<file path="config.mk">
export PLATFORM = sky130hd
export DESIGN_NAME = irq_xfer_engine
export DESIGN_NICKNAME = d
export VERILOG_FILES = /design/src/rtl/irq_xfer_pkg.sv /design/src/rtl/irq_xfer_cfg.sv /design/src/rtl/irq_xfer_req.sv /design/src/rtl/irq_xfer_seq.sv /design/src/rtl/irq_xfer_engine.sv
export SDC_FILE = /design/constraint.sdc
export NUM_CORES = 1
export LEC_CHECK = 0
export ABC_AREA = 1
export BUFFER_PORTS_ARGS = -buffer_cell sky130_fd_sc_hd__buf_2
export CORE_MARGIN = 4
export CORE_UTILIZATION = 59
export CTS_CLUSTER_SIZE = 30
export DETAILED_ROUTE_END_ITERATION = 16
export MAX_ROUTING_LAYER = met4
export PLACE_DENSITY_LB_ADDON = 0.1
export SETUP_SLACK_MARGIN = 0.05
export SYNTH_ARGS = -nofsm -noshare
export SYNTH_HDL_FRONTEND = slang
export SYNTH_SLANG_ARGS = --single-unit
</file>
<file path="constraint.sdc">
create_clock -name clk -period 3 [get_ports clk]
set_clock_uncertainty 0.15 [all_clocks]
set_input_delay 0.15 -clock clk [delete_from_list [all_inputs] [get_ports clk]]
set_output_delay 0.15 -clock clk [all_outputs]
set_load 0.01 [all_outputs]
</file>
<file path="src/rtl/irq_xfer_pkg.sv">
package irq_xfer_pkg;

  typedef enum logic [1:0] {
    ST_IDLE = 2'd0,
    ST_RD   = 2'd1,
    ST_WR   = 2'd2,
    ST_UPD  = 2'd3
  } xfer_state_e;

  localparam logic [2:0] SEL_MODE = 3'd0;
  localparam logic [2:0] SEL_SRC  = 3'd1;
  localparam logic [2:0] SEL_DST  = 3'd2;
  localparam logic [2:0] SEL_CNT  = 3'd3;
  localparam logic [2:0] SEL_EN   = 3'd4;

  localparam int NUM_PTR = 2;   // 0: source, 1: destination

endpackage

</file>
<file path="src/rtl/irq_xfer_cfg.sv">
module irq_xfer_cfg
  import irq_xfer_pkg::*;
#(
  parameter int ADDR_W = 16,
  parameter int CNT_W  = 16,
  parameter int CFG_W  = 16
) (
  input  logic              clk,
  input  logic              rst_n,
  input  logic              cfg_we,
  input  logic [2:0]        cfg_sel,
  input  logic [CFG_W-1:0]  cfg_wdata,
  input  logic              busy,
  input  logic              upd,
  output logic [ADDR_W-1:0] src_addr,
  output logic [ADDR_W-1:0] dst_addr,
  output logic              word_size,
  output logic              en,
  output logic              last
);

  localparam logic [CNT_W-1:0]  CNT_ONE   = CNT_W'(1);
  localparam logic [ADDR_W-1:0] STEP_BYTE = ADDR_W'(1);
  localparam logic [ADDR_W-1:0] STEP_WORD = ADDR_W'(2);

  logic              wr_ok;
  logic [CNT_W-1:0]  cnt_q;
  logic              size_q;
  logic              en_q;
  logic [ADDR_W-1:0] step;
  logic [ADDR_W-1:0] ptr_q [NUM_PTR];

  assign wr_ok = cfg_we && !busy;
  assign step  = size_q ? STEP_WORD : STEP_BYTE;

  genvar g;
  generate
    for (g = 0; g < NUM_PTR; g++) begin : g_ptr
      logic [1:0]        mode_q;
      logic [ADDR_W-1:0] nxt;

      always_comb begin
        unique case (mode_q)
          2'b10:   nxt = ptr_q[g] + step;
          2'b11:   nxt = ptr_q[g] - step;
          default: nxt = ptr_q[g];
        endcase
      end

      always_ff @(posedge clk) begin
        if (!rst_n) begin
          mode_q   <= 2'b00;
          ptr_q[g] <= '0;
        end else begin
          if (wr_ok && cfg_sel == SEL_MODE)
            mode_q <= cfg_wdata[2*g +: 2];
          if (wr_ok && cfg_sel == 3'(g + 1))
            ptr_q[g] <= cfg_wdata[ADDR_W-1:0];
          else if (upd)
            ptr_q[g] <= nxt;
        end
      end
    end
  endgenerate

  always_ff @(posedge clk) begin
    if (!rst_n) begin
      cnt_q  <= '0;
      size_q <= 1'b0;
      en_q   <= 1'b0;
    end else begin
      if (wr_ok && cfg_sel == SEL_MODE)
        size_q <= cfg_wdata[4];
      if (wr_ok && cfg_sel == SEL_CNT)
        cnt_q <= cfg_wdata[CNT_W-1:0];
      else if (upd)
        cnt_q <= cnt_q - CNT_ONE;
      if (wr_ok && cfg_sel == SEL_EN)
        en_q <= cfg_wdata[0];
      else if (upd && last)
        en_q <= 1'b0;
    end
  end

  assign src_addr  = ptr_q[0];
  assign dst_addr  = ptr_q[1];
  assign word_size = size_q;
  assign en        = en_q;
  assign last      = (cnt_q == CNT_ONE);

endmodule

</file>
<file path="src/rtl/irq_xfer_req.sv">
module irq_xfer_req (
  input  logic clk,
  input  logic rst_n,
  input  logic periph_req,
  input  logic en,
  input  logic idle,
  output logic accept,
  output logic cpu_irq
);

  logic req_q;
  logic pend_q;
  logic rise;

  assign rise    = periph_req && !req_q;
  assign accept  = idle && en && (pend_q || rise);
  assign cpu_irq = periph_req && !en;

  always_ff @(posedge clk) begin
    if (!rst_n) begin
      req_q  <= 1'b0;
      pend_q <= 1'b0;
    end else begin
      req_q <= periph_req;
      if (!en)
        pend_q <= 1'b0;
      else if (rise && !accept)
        pend_q <= 1'b1;
      else if (accept)
        pend_q <= 1'b0;
    end
  end

endmodule

</file>
<file path="src/rtl/irq_xfer_seq.sv">
module irq_xfer_seq
  import irq_xfer_pkg::*;
#(
  parameter int ADDR_W = 16,
  parameter int DATA_W = 16
) (
  input  logic              clk,
  input  logic              rst_n,
  input  logic              accept,
  input  logic [ADDR_W-1:0] src_addr,
  input  logic [ADDR_W-1:0] dst_addr,
  input  logic              word_size,
  input  logic              last,
  output logic              idle,
  output logic              busy,
  output logic              upd,
  output logic              flag_clr,
  output logic              mem_valid,
  input  logic              mem_ready,
  output logic              mem_we,
  output logic [ADDR_W-1:0] mem_addr,
  output logic [DATA_W-1:0] mem_wdata,
  input  logic [DATA_W-1:0] mem_rdata
);

  localparam int BYTE_W = 8;
  localparam logic [DATA_W-1:0] BYTE_MASK = DATA_W'({BYTE_W{1'b1}});

  xfer_state_e       state_q, state_d;
  logic [DATA_W-1:0] data_q;

  always_comb begin
    state_d = state_q;
    unique case (state_q)
      ST_IDLE: if (accept)    state_d = ST_RD;
      ST_RD:   if (mem_ready) state_d = ST_WR;
      ST_WR:   if (mem_ready) state_d = ST_UPD;
      ST_UPD:                 state_d = ST_IDLE;
      default:                state_d = ST_IDLE;
    endcase
  end

  always_ff @(posedge clk) begin
    if (!rst_n) begin
      state_q <= ST_IDLE;
      data_q  <= '0;
    end else begin
      state_q <= state_d;
      if (state_q == ST_RD && mem_ready)
        data_q <= word_size ? mem_rdata : (mem_rdata & BYTE_MASK);
    end
  end

  assign idle      = (state_q == ST_IDLE);
  assign busy      = !idle;
  assign upd       = (state_q == ST_UPD);
  assign flag_clr  = upd && !last;
  assign mem_valid = (state_q == ST_RD) || (state_q == ST_WR);
  assign mem_we    = (state_q == ST_WR);
  assign mem_addr  = mem_we ? dst_addr : src_addr;
  assign mem_wdata = data_q;

endmodule

</file>
<file path="src/rtl/irq_xfer_engine.sv">
module irq_xfer_engine #(
  parameter int ADDR_W = 16,
  parameter int DATA_W = 16,
  parameter int CNT_W  = 16,
  localparam int CFG_W = (ADDR_W > CNT_W) ? ADDR_W : CNT_W
) (
  input  logic              clk,
  input  logic              rst_n,
  input  logic              cfg_we,
  input  logic [2:0]        cfg_sel,
  input  logic [CFG_W-1:0]  cfg_wdata,
  input  logic              periph_req,
  output logic              flag_clr,
  output logic              cpu_irq,
  output logic              busy,
  output logic              mem_valid,
  input  logic              mem_ready,
  output logic              mem_we,
  output logic              mem_size,
  output logic [ADDR_W-1:0] mem_addr,
  output logic [DATA_W-1:0] mem_wdata,
  input  logic [DATA_W-1:0] mem_rdata
);

  logic [ADDR_W-1:0] src_addr;
  logic [ADDR_W-1:0] dst_addr;
  logic              word_size;
  logic              en;
  logic              last;
  logic              idle;
  logic              upd;
  logic              accept;

  irq_xfer_cfg #(
    .ADDR_W (ADDR_W),
    .CNT_W  (CNT_W),
    .CFG_W  (CFG_W)
  ) u_cfg (
    .clk       (clk),
    .rst_n     (rst_n),
    .cfg_we    (cfg_we),
    .cfg_sel   (cfg_sel),
    .cfg_wdata (cfg_wdata),
    .busy      (busy),
    .upd       (upd),
    .src_addr  (src_addr),
    .dst_addr  (dst_addr),
    .word_size (word_size),
    .en        (en),
    .last      (last)
  );

  irq_xfer_req u_req (
    .clk        (clk),
    .rst_n      (rst_n),
    .periph_req (periph_req),
    .en         (en),
    .idle       (idle),
    .accept     (accept),
    .cpu_irq    (cpu_irq)
  );

  irq_xfer_seq #(
    .ADDR_W (ADDR_W),
    .DATA_W (DATA_W)
  ) u_seq (
    .clk       (clk),
    .rst_n     (rst_n),
    .accept    (accept),
    .src_addr  (src_addr),
    .dst_addr  (dst_addr),
    .word_size (word_size),
    .last      (last),
    .idle      (idle),
    .busy      (busy),
    .upd       (upd),
    .flag_clr  (flag_clr),
    .mem_valid (mem_valid),
    .mem_ready (mem_ready),
    .mem_we    (mem_we),
    .mem_addr  (mem_addr),
    .mem_wdata (mem_wdata),
    .mem_rdata (mem_rdata)
  );

  assign mem_size = word_size;

endmodule

</file>
# == Yosys cells after proc, flatten, opt, wreduce, memory -nomap -nowiden ==
# Memory sizes are Yosys's and may differ from the RTL's.
# Index checks and enable logic that the tools add are counted.
# word_totals
in_bits,40
elab_cells,95
output_inout_bits,38
n_memories,1
ff_bits,42
ram_bits,32
# mem_list
memory,depth,width,rd,rd_ports_with_merged_regs,wr,line,source
u_cfg.ptr_q,2,16,2,0,2,irq_xfer_cfg.sv:31,logic [ADDR_W-1:0] ptr_q [NUM_PTR];
# classes
reduce_logical,28
n_bitwise,4
n_addsub,5
eq_ne,15
mux,33
# op_table
operator,n
two-way mux 16 bit,8
case mux 16 bit (2 select lines),2
adder 16 bit,2
subtractor 16 bit,2
two-way mux 1 bit,18
== test 16 x 1 -> 1 bit (second input constant),1
subtractor 16 x 1 -> 16 bit (second input constant),1
logical AND 1 bit,14
== test 2 bit (second input constant),6
two-way mux 2 bit,4
case mux 2 bit (4 select lines),1
== test 3 x 2 -> 1 bit (second input constant),2
inequality test 2 bit (second input constant),3
nonzero test 2 bit,3
zero test 1 bit,5
bitwise OR 1 bit,4
== test 3 x 1 -> 1 bit (second input constant),1
== test 3 bit (second input constant),1
zero test 3 bit,1
AND reduction 3 bit,1
== test 2 x 1 -> 1 bit (second input constant),1
zero test 2 bit,1
logical OR 1 bit,2
AND reduction 2 bit,1

# == Longest topological paths before layout ==
# Gate-level depths: netlist of run 1.
# depth
depth_word,8
depth_mapped,15
depth_no_buf,13

# == By module ==
# A second synthesis of run 1 with hierarchy kept.
# unflattened
cells_unflattened,840
area_unflattened_um2,5814.3
# by_module_without_submodules
mod,cells_each,n_inst,area_per_inst_um2,seq_area_each_um2
irq_xfer_cfg,713,1,4699.5,1401.3
irq_xfer_seq,115,1,1032.2,360.3
irq_xfer_req,12,1,82.6,40.0

# == Worst setup path after synthesis of run 1 ==
# OpenSTA, ideal clock, no wires.
# synth_timing
path_type,flip-flop to flip-flop
start,reg u_cfg.size_q (netlist: u_cfg.word_size)
end,"mem u_cfg.ptr_q[0][12], data pin"
slack_ns,0.719
setup_time_ns,0.254
period_less_slack_ns,2.281
n_path_buf,1
path_stages_with_launch,13
arrival_time_ns,1.878
required_time_ns,2.596
cell_sequence,dfxtp_1 > clkbuf_1 > inv_1 > ha_1 > inv_1 > fa_1 > nand3_1 > o21bai_1 > nand3_1 > nand3_1 > nand2_1 > nand3_1 > nand2_1
# synth_rtl
element,line,source
from (decl),irq_xfer_cfg.sv:28,logic size_q;
from (signal assigned),irq_xfer_cfg.sv:73,size_q <= cfg_wdata[4];
to (decl),irq_xfer_cfg.sv:31,

# == Worst setup path after layout of run 1 ==
# layout_timing
start,reg u_seq.state_q[0]
end,reg u_cfg.cnt_q[1]
# layout_via
elab_chain_len,4
word_cells_on_any_way,6
cone_classes,eq/ne (1); mux (1); reduce/logical (4)
# layout_rtl
element,line,source
from (decl),irq_xfer_seq.sv:29,"xfer_state_e state_q, state_d;"
from (signal assigned),irq_xfer_seq.sv:48,state_q <= state_d;
zero test 2 bit,irq_xfer_seq.sv:54,assign idle = (state_q == ST_IDLE);
logical AND 1 bit,irq_xfer_cfg.sv:33,assign wr_ok = cfg_we && !busy;
logical AND 1 bit,irq_xfer_cfg.sv:74,if (wr_ok && cfg_sel == SEL_CNT)
two-way mux 16 bit / nonzero test 2 bit (equally long branches),n/a,
to (signal assigned),irq_xfer_cfg.sv:75,cnt_q <= cfg_wdata[CNT_W-1:0];
to (signal assigned),irq_xfer_cfg.sv:77,cnt_q <= cnt_q - CNT_ONE;
to (decl),irq_xfer_cfg.sv:27,logic [CNT_W-1:0] cnt_q;
# Parallel ways exist; a longest one is shown, timed or not.
# A chain may end at the register's enable or synchronous reset.

==> metrics.md, run 1 <==
| Metric | Value |
|---|---|
| Final setup fails | 0 |
| Port Buffers | 77 |
| Core area | 9330 µm² |
| Synth Cell Area | 5690 µm² |
| Post-synth top area cell | nand2_1 |
| LEAKAGE | 0.00343 µW |
| Period utilization | 90.6% |
| Cell Chain, Critical Path | inv_1, ha_1, nand2_2, nor2_4, nand3_2, inv_2, nor2_1, inv_2, o22ai_1, o21ai_0, inv_1 |
| RSZ-0062 raised after global routing | false |
| Relative slew margins | 36.6% |
| Worst hold path class | primary input to register |
| WHS Path Cells | 3 |
| Reg2Reg Depth | 11 |
| Remaining antenna violation count | 0 |
| Worst-path clk slew | 90 ps |
| Xor/xnor share of the synthesized area | 3.39% |
| Gr usage total | 32.2% |
| Final Critical Period | 2720 ps |
| Yosys warnings | 0 |
| Main synth FF type | dfxtp_1 |
| Outcome | completed |
| Worst EP required | 3150 ps |
| Total grt overflow | 0 |
| Num CTS Buffers | 9 |
| Post-synthesis register bit count | 74 |
| Fin worst setup slack | 282 ps |
| Most numerous cell in the Yosys netlist | nand2_1 |
| Root Driver | clkbuf_8 |
| Setup TNS | 0 ps |
| Synthesized instance count | 881 |
| First-pass GRT wire length | 28700 µm |
| Place WS | 415 ps |
| Clk_lat worst skew | 360 ps |
| DIE HEIGHT | 106 µm |
| Max-Cap Viols | 0 |
| Die Area | 11300 µm² |
| Fraction of registers with async set/reset | 0% |
| Via density | 5.53 |
| Final HPWL DP | 12500 µm |
| H-tree depth | 3 |
| Cts repair resizes | 0 |
| Fin. max-slew vios | 0 |
| Max Fanout on Critical Path | 14 |
| Post-Syn Nets | 935 |
| Synth unique cells | 46 |
| Mux cell area share after synthesis | 0.198% |
| Type of element capturing the critical path | register |
| Synth Area in Simple Gates | 36.6% |
| I/O pins | 78 |
| Clk buf depth | 2 |
| CP Class | register to register |
| CTS Hold Bufs | 32 |
| Hold Vio Cnt, Final | 0 |
| Synthesized-area fraction occupied by ao, oa, aoi and oai cells | 13.8% |
| Share of the synthesized area in the top cell type | 17.0% |
| CTS sink count | 74 |
| Vias | 6171 |
| Die Width | 106 µm |
| Antenna violations before repair | 0 |
| Pre-Repair DR Iteration Count | 6 |
| Synth top cells by count | nand2_1 (258), inv_1 (115), nor2_1 (90) |
| Reg2reg end | u_cfg.cnt_q[1] |
| Layout cells sized above 1 | 15.1% |
| CTS tree | built |
| Synthesized area per cell | 6.46 µm² |
| Power density over cell area | 530 nW/µm² |
| Fill cells | 777 |
| CP Data Arrival Time | 2870 ps |
| Fin util | 71.5% |
| NumNets Final | 1035 |
| Synthesis-to-layout area growth | 17.2% |
| Row count | 35 |
| Setup bufs post-CTS | 0 |
| Area contributors post-synth | nand2_1 (17%), edfxtp_1 (17%), dfxtp_1 (15%) |
| Maximum vdd drop | 0.460 mV |
| Achievable Freq | 0.368 GHz |
| Vias in the first global route | 5953 |
| Post-Synth Adder-Cell Area | 3.34% |
| Largest family of logic cells by synthesized area | simple AND/OR/NAND/NOR gates |
| Hold path endpoint | u_cfg.ptr_q[0][6] |
| Flop2flop setup slack | 280 ps |
| Critical path's slowest cell | nor2_1 |
| Initial Util | 61.0% |
| RR Startpoint | u_seq.state_q[0] |
| DR iter-0 viols | 565 |
| DRC viols | 0 |
| Slowest stage delay, CP | 750 ps |
| Sequential area share after synthesis | 31.7% |
| Worst-margin pin slew | 948 ps |
| Final WL | 17400 µm |
| Post-synth EDFFs | 32 |
| Wirelength per Cell | 15.6 µm |
| Hold_sp | cfg_wdata[6] |
| Critical Path Start Type | register |
| Final estimated routing congestion in global placement | 0.959 |
| Largest net degree at the start of global routing | 28 |
-- how the worst max path moves through the flow --
stage,startpoint,end,slack [ps],cells after the start
6_report,u_seq.state_q[0],u_cfg.cnt_q[1],280,11
5_1_grt,u_seq.state_q[0],u_cfg.cnt_q[1],130,11
4_1_cts,u_seq.state_q[0],u_cfg.cnt_q[6],400,11
3_5_place_dp,u_seq.state_q[0],u_cfg.cnt_q[6],420,11
3_3_place_gp,u_cfg.g_ptr[0].mode_q[1],u_cfg.ptr_q[0][7],460,9
2_1_floorplan,u_cfg.word_size,u_cfg.ptr_q[0][12],720,12
-- report_power, final --
group	internal, µW	switching, µW	leakage (µW)
Sequential	1180	107	0.000673
Combinational	490	915	0.00265
Clock	426	421	0.000109
Total	2090	1440	0.00343
-- worst max-delay path, delay by kind of cell (launching register included) --
kind,cells,cell delay (ps)
AOI/OAI and AO/OA,2,260
adders and majority gates,1,270
buffers and inverters,4,480
DFF,1,410
and+or+nand+nor,4,1110
-- cell families (layout without fill, tap and decap cells) --
family,count (synthesis),in the layout
simple gates,482,482
buf+inv,152,257
compound gates,136,136
flops,74,74
xor+xnor,22,22
fa+ha+maj,14,14
mux,1,1
other cells,0,1
-- cell usage in the layout, fill, tap and decap left out, types with 2 or more instances in the layout --
cell,netlist,layout
nor3_1,6,6
clkbuf_16,0,2
inv_1,115,115
nand4_1,8,8
dfxtp_1,42,42
xor2_1,18,18
dlygate4sd3_1,0,32
a21oi_1,36,36
nor2_2,5,5
buf_2,5,77
clkinv_4,0,2
a31oi_1,10,10
a211oi_1,3,3
o21bai_1,2,2
o221ai_1,2,2
o21ai_1,2,2
o21ai_0,59,59
nor2_4,2,2
nand2_2,19,19
xnor2_1,4,4
fa_1,2,2
a21oi_2,4,4
buf_4,5,6
nor2_1,90,90
inv_2,8,8
ha_1,12,12
edfxtp_1,32,32
nand3_1,84,84
clkinv_1,2,2
nand2_1,258,258
clkbuf_8,0,10
nand2_4,4,4
o22ai_1,7,7
a41oi_1,6,6
-- cell type report --
type	instances	area, µm²	share of cell area [%]
Antenna cell	1	2.50	0.0375
Timing Repair Buffer	115	751	11.3
Sequential cell	74	1800	27.0
Inverter	126	475	7.13
Clock buffer	12	188	2.81
Multi-Input combinational cell	655	3260	48.9
Clock inverter	4	30.0	0.450
Tap cell	129	161	2.42
-- per-layer routing --
layer	wire, µm	GRT usage (%)	vias to the layer above
li1	-	-	3051
met1	7210	41.5	2760
met2	8200	53.3	328
met3	1610	4.61	32
met4	341	8.60	0
met5	0	-	-
-- registers in the layout, indices dropped and copies added, names as in the netlist --
register and flops:
u_cfg.word_size 1, u_seq.mem_wdata 16, u_cfg.en 1, u_req.req_q 1, u_seq.state_q 2, u_cfg.g_ptr.mode_q 4, u_req.pend_q 1, u_cfg.ptr_q 32
u_cfg.cnt_q 16
-- through the flow --
step                      area [µm²]  cells  hold slack (ps)  power [µW]
after floorplan                 5690    881             97.6        2230
after global placement          6130   1067              198        2590
after detailed placement        6130   1067              215        2630
after CTS                       6670   1115             14.0        3500
after global routing            6670   1115             20.0        3760
final                           6670   1116             31.6        3540
(Power assumes the default switching activity.)
==> run 2: changes to the inputs <==
==> constraint.sdc (replaced) <==
create_clock -name clk -period 3 [get_ports clk]
set_clock_uncertainty 0.15 [all_clocks]
set_input_delay 0.45 -clock clk [delete_from_list [all_inputs] [get_ports clk]]
set_output_delay 0.45 -clock clk [all_outputs]
set_load 0.01 [all_outputs]
==> metrics.md, run 2 (synthesis results as in run 1) <==
| Metric | Value |
|---|---|
| Clk buf depth | 2 |
| CP Class | register to register |
| DIE HEIGHT | 106 µm |
| CTS Hold Bufs | 0 |
| Type of element capturing the critical path | register |
| Final Critical Period | 2630 ps |
| Power density over cell area | 552 nW/µm² |
| Relative slew margins | 38.9% |
| Vias in the first global route | 5547 |
| Final hold slack | 164 ps |
| Final estimated routing congestion in global placement | 0.951 |
| Largest net degree at the start of global routing | 28 |
| Worst-path clk slew | 80 ps |
| LEAKAGE | 0.00330 µW |
| Gr usage total | 29.4% |
| Fin worst setup slack | 373 ps |
| Hold_sp | periph_req |
| Synthesis-to-layout area growth | 11.5% |
| Hold path endpoint | u_req.req_q |
| I/O pins | 78 |
| Max Fanout on Critical Path | 14 |
| H-tree depth | 3 |
| Worst hold path class | primary input to register |
| CTS tree | built |
| DR iter-0 viols | 497 |
| Antenna cell count | 0 |
| Total grt overflow | 0 |
| Max-Cap Viols | 0 |
| Outcome | completed |
| Die Width | 106 µm |
| Final HPWL DP | 12500 µm |
| Remaining antenna violation count | 0 |
| Final setup fails | 0 |
| Setup bufs post-CTS | 0 |
| Slowest stage delay, CP | 720 ps |
| Port Buffers | 77 |
| CP Data Arrival Time | 2760 ps |
| Num CTS Buffers | 9 |
| RSZ-0062 raised after global routing | false |
| Fin. max-slew vios | 0 |
| Die Area | 11300 µm² |
| Place WS | 432 ps |
| Max reg flops | 32 |
| Flop2flop setup slack | 370 ps |
| Via density | 5.60 |
| Period utilization | 87.6% |
| Pre-Repair DR Iteration Count | 5 |
| CTS sink count | 74 |
| Most common cell after layout, fill and taps aside | nand2_1 |
| Worst-margin pin slew | 914 ps |
| Maximum vdd drop | 0.384 mV |
| Antenna violations before repair | 0 |
| NumNets Final | 1003 |
| Critical path's slowest cell | nor2_1 |
| Clk_lat worst skew | 350 ps |
| Achievable Freq | 0.381 GHz |
| Fill cells | 848 |
| Final WL | 16200 µm |
| DRC viols | 0 |
| Vias | 6064 |
| Row count | 35 |
| CP bufs+invs | 4 |
| Layout cells sized above 1 | 15.6% |
| Core area | 9330 µm² |
| Commonest cells after routing, fill and taps aside | nand2_1 (258), inv_1 (115), nor2_1 (90), nand3_1 (84), buf_2 (77) |
| Reg2reg end | u_cfg.cnt_q[1] |
| Root Driver | clkbuf_8 |
| Cts repair resizes | 0 |
| Cell Chain, Critical Path | inv_1, ha_1, nand2_2, nor2_4, nand3_2, inv_2, nor2_1, inv_2, o22ai_1, o21ai_0, inv_1 |
| Worst EP required | 3140 ps |
| Wirelength per Cell | 15.0 µm |
| Largest Register | u_cfg.ptr_q |
| Critical Path Start Type | register |
| Reg2Reg Depth | 11 |
| RR Startpoint | u_seq.state_q[0] |
| Hold Vio Cnt, Final | 0 |
| Delay-heaviest family, CP | simple AND/OR/NAND/NOR gates |
| Setup TNS | 0 ps |
| First-pass GRT wire length | 26500 µm |
| Initial Util | 61.0% |
| WHS Path Cells | 3 |
run 2: worst min-delay path: cells and delay by family:
kind                   cells  cell delay, ps
buffers and inverters      2             130
and+or+nand+nor            1              50
run 2: worst max path at each step:
stage	from	end	cells after the start
after floorplan	u_cfg.word_size	u_cfg.ptr_q[0][12]	12
after global routing	u_seq.state_q[0]	u_cfg.cnt_q[6]	11
after detailed placement	u_seq.state_q[0]	u_cfg.ptr_q[1][2]	10
final	u_seq.state_q[0]	u_cfg.cnt_q[1]	11
after CTS	u_seq.state_q[0]	mem_addr[15]	6
after global placement	u_cfg.g_ptr[0].mode_q[1]	u_cfg.ptr_q[0][12]	10
run 2: final cells by class:
| cell class | count | area [µm²] | area share, % |
|---|---|---|---|
| tap | 129 | 161 | 2.54 |
| inverter | 126 | 475 | 7.49 |
| timing repair buffer | 83 | 430 | 6.78 |
| clock buffer | 10 | 149 | 2.35 |
| sequential | 74 | 1800 | 28.4 |
| multi-input combinational | 655 | 3260 | 51.4 |
| clock inverter | 6 | 68.8 | 1.08 |
run 2: report_power, final:
group	switching [µW]	total, µW	internal [µW]
registers	105	1280	1180
logic	886	1350	462
clock network	427	871	444
total	1420	3500	2080
run 2: through the flow:
stage | util (%) | total power [µW] | std cells | area (µm²)
after detailed placement | 65.7 | 2630 | 1067 | 6130
after floorplan | - | 2230 | 881 | 5690
after global placement | 65.7 | 2580 | 1067 | 6130
final | 68.1 | 3500 | 1083 | 6350
after CTS | 68.1 | 3480 | 1083 | 6350
after global routing | 68.1 | 3740 | 1083 | 6350
run 2: per-layer routing:
metal	vias up	part of all wire [%]	GRT usage, %
met2	282	45	45.5
met3	49	7.8	2.91
li1	2979	-	-
met1	2754	44	40.7
met5	-	0	-
met4	0	3.1	9.53
==> run 3: changes to the inputs <==
--- a/config.mk
+++ b/config.mk
@@ -9,11 +9,13 @@
 export BUFFER_PORTS_ARGS = -buffer_cell sky130_fd_sc_hd__buf_2
 export CORE_MARGIN = 4
 export CORE_UTILIZATION = 59
+export CTS_BUF_LIST = sky130_fd_sc_hd__clkbuf_4
 export CTS_CLUSTER_SIZE = 30
 export DETAILED_ROUTE_END_ITERATION = 16
 export MAX_ROUTING_LAYER = met4
 export PLACE_DENSITY_LB_ADDON = 0.1
 export SETUP_SLACK_MARGIN = 0.05
+export SKIP_LAST_GASP = 1
 export SYNTH_ARGS = -nofsm -noshare
 export SYNTH_HDL_FRONTEND = slang
 export SYNTH_SLANG_ARGS = --single-unit
==> metrics.md, run 3 (synthesis results as in run 1) <==
| Metric | Value |
|---|---|
| Final setup fails | 0 |
| Wirelength per Cell | 15.0 µm |
| CTS tree | built |
| WHS Path Cells | 3 |
| Worst-margin pin slew | 949 ps |
| CTS Hold Bufs | 0 |
| Worst-path clk slew | 120 ps |
| CTS sink count | 74 |
| I/O pins | 78 |
| DIE HEIGHT | 106 µm |
| Slowest stage delay, CP | 580 ps |
| Comb power frac | 39.9% |
| Design Area, Final | 6300 µm² |
| Period utilization | 90.5% |
| DRC viols | 0 |
| Cts repair resizes | 0 |
| Antenna violations before repair | 0 |
| Num CTS Buffers | 9 |
| Port Buffers | 77 |
| Clock share of power | 22.2% |
| Type of element capturing the critical path | output pin |
| Register share of total power | 37.9% |
| Metal2 WL | 7340 µm |
| Row count | 35 |
| LEAKAGE | 0.00328 µW |
| Total grt overflow | 0 |
| Power density over cell area | 537 nW/µm² |
| Int Pwr | 1990 µW |
| Pre-Repair DR Iteration Count | 5 |
| Net Sw Frac | 41.3% |
| Critical path's slowest cell | ha_1 |
| Relative slew margins | 36.5% |
| P_sw | 1400 µW |
| Highest Signal Layer | met4 |
| Outcome | completed |
| Critical Path Stages | 6 |
| Met3 WL | 1260 µm |
| Fin util | 67.5% |
| DR iter-0 viols | 546 |
| Vias in the first global route | 5580 |
| Worst hold path class | primary input to register |
| Setup TNS | 0 ps |
| Number of placed cells counting well taps | 1067 |
| Max-Cap Viols | 0 |
| Most common cell after layout, fill and taps aside | nand2_1 |
| Achievable Freq | 0.368 GHz |
| Vias | 6065 |
| Worst EP required | 2400 ps |
| Clk buf depth | 2 |
| Final Non-Filler Cells | 1083 |
| Antenna cell count | 0 |
| Final estimated routing congestion in global placement | 0.951 |
| Setup bufs post-CTS | 0 |
| Largest net degree at the start of global routing | 28 |
| CP Class | register to output pin |
| H-tree depth | 3 |
| Layout cells sized above 1 | 15.6% |
| Core area | 9330 µm² |
| Remaining antenna violation count | 0 |
| NumNets Final | 1003 |
| Final Critical Period | 2710 ps |
| Critical Path Start Type | register |
| Met1 wire length | 7150 µm |
| RSZ-0062 raised after global routing | false |
| Die Area | 11300 µm² |
| Final WL | 16200 µm |
| Reg2Reg Depth | 11 |
| Commonest cells after routing, fill and taps aside | nand2_1 (258), inv_1 (115), nor2_1 (90), nand3_1 (84), buf_2 (77) |
| Post-DP Area | 6130 µm² |
| Max Fanout on Critical Path | 18 |
| Synthesis-to-layout area growth | 10.6% |
| Largest Register | u_cfg.ptr_q |
| Die Width | 106 µm |
| CP bufs+invs | 3 |
| First-pass GRT wire length | 26500 µm |
| Total power | 3380 µW |
| Max reg flops | 32 |
| CP Data Arrival Time | 2110 ps |
| Gr usage total | 29.4% |
| Maximum vdd drop | 0.423 mV |
| Fin. max-slew vios | 0 |
| Root Driver | clkbuf_4 |
| Delay-heaviest family, CP | buffers and inverters |
| Clk_lat worst skew | 430 ps |
| Hold Vio Cnt, Final | 0 |
| Final HPWL DP | 12500 µm |
| Initial Util | 61.0% |
| Cell Chain, Critical Path | inv_1, ha_1, buf_4, nand2_1, o21ai_0, buf_2 |
| Via density | 5.60 |
| Fill cells | 848 |
[run 3: worst paths after layout]
check                                         start                   to  slack, ps
worst max-delay path               u_seq.state_q[0]         mem_addr[15]        290
worst min-delay path                     periph_req          u_req.req_q         90
worst max register to register     u_seq.state_q[0]       u_cfg.cnt_q[1]        320
worst min register to register  u_seq.mem_wdata[14]  u_seq.mem_wdata[14]        330
[run 3: cell type report]
type	instances	area (µm²)	area share, %
clock inverter	7	98.8	1.57
inverter	126	475	7.55
timing repair buffer	83	430	6.83
sequential	74	1800	28.6
tap	129	161	2.56
clock buffer	9	67.6	1.07
multi-input combinational	655	3260	51.8
[run 3: worst reg2reg max path, cell delays in order, from the launching register on]
cell     delay [ps]
dfxtp_1         420
inv_1           120
ha_1            270
nand2_2         140
nor2_4           60
nand3_2         140
inv_2           150
nor2_1          740
inv_2           120
o22ai_1         150
o21ai_0         100
inv_1            60
[run 3: metal layers]
metal | vias up | GRT usage (%)
met4 | 0 | 9.90
met2 | 271 | 45.5
li1 | 2984 | -
met1 | 2773 | 40.4
met3 | 37 | 3.10
met5 | - | -
[run 3: power groups by stage]
stage / clock network [µW] / logic (µW) / registers (µW)
5_1_grt: 803 / 1530 / 1300
2_1_floorplan: 0 / 946 / 1280
3_5_place_dp: 0 / 1330 / 1300
6_report: 750 / 1350 / 1280
3_3_place_gp: 0 / 1290 / 1300
4_1_cts: 754 / 1330 / 1280
[run 3: metrics by stage]
step	setup slack, ps	hold WS, ps
6_report	286	88.6
5_1_grt	68.6	104
4_1_cts	316	86.0
3_5_place_dp	432	309
3_3_place_gp	555	301
2_1_floorplan	719	313
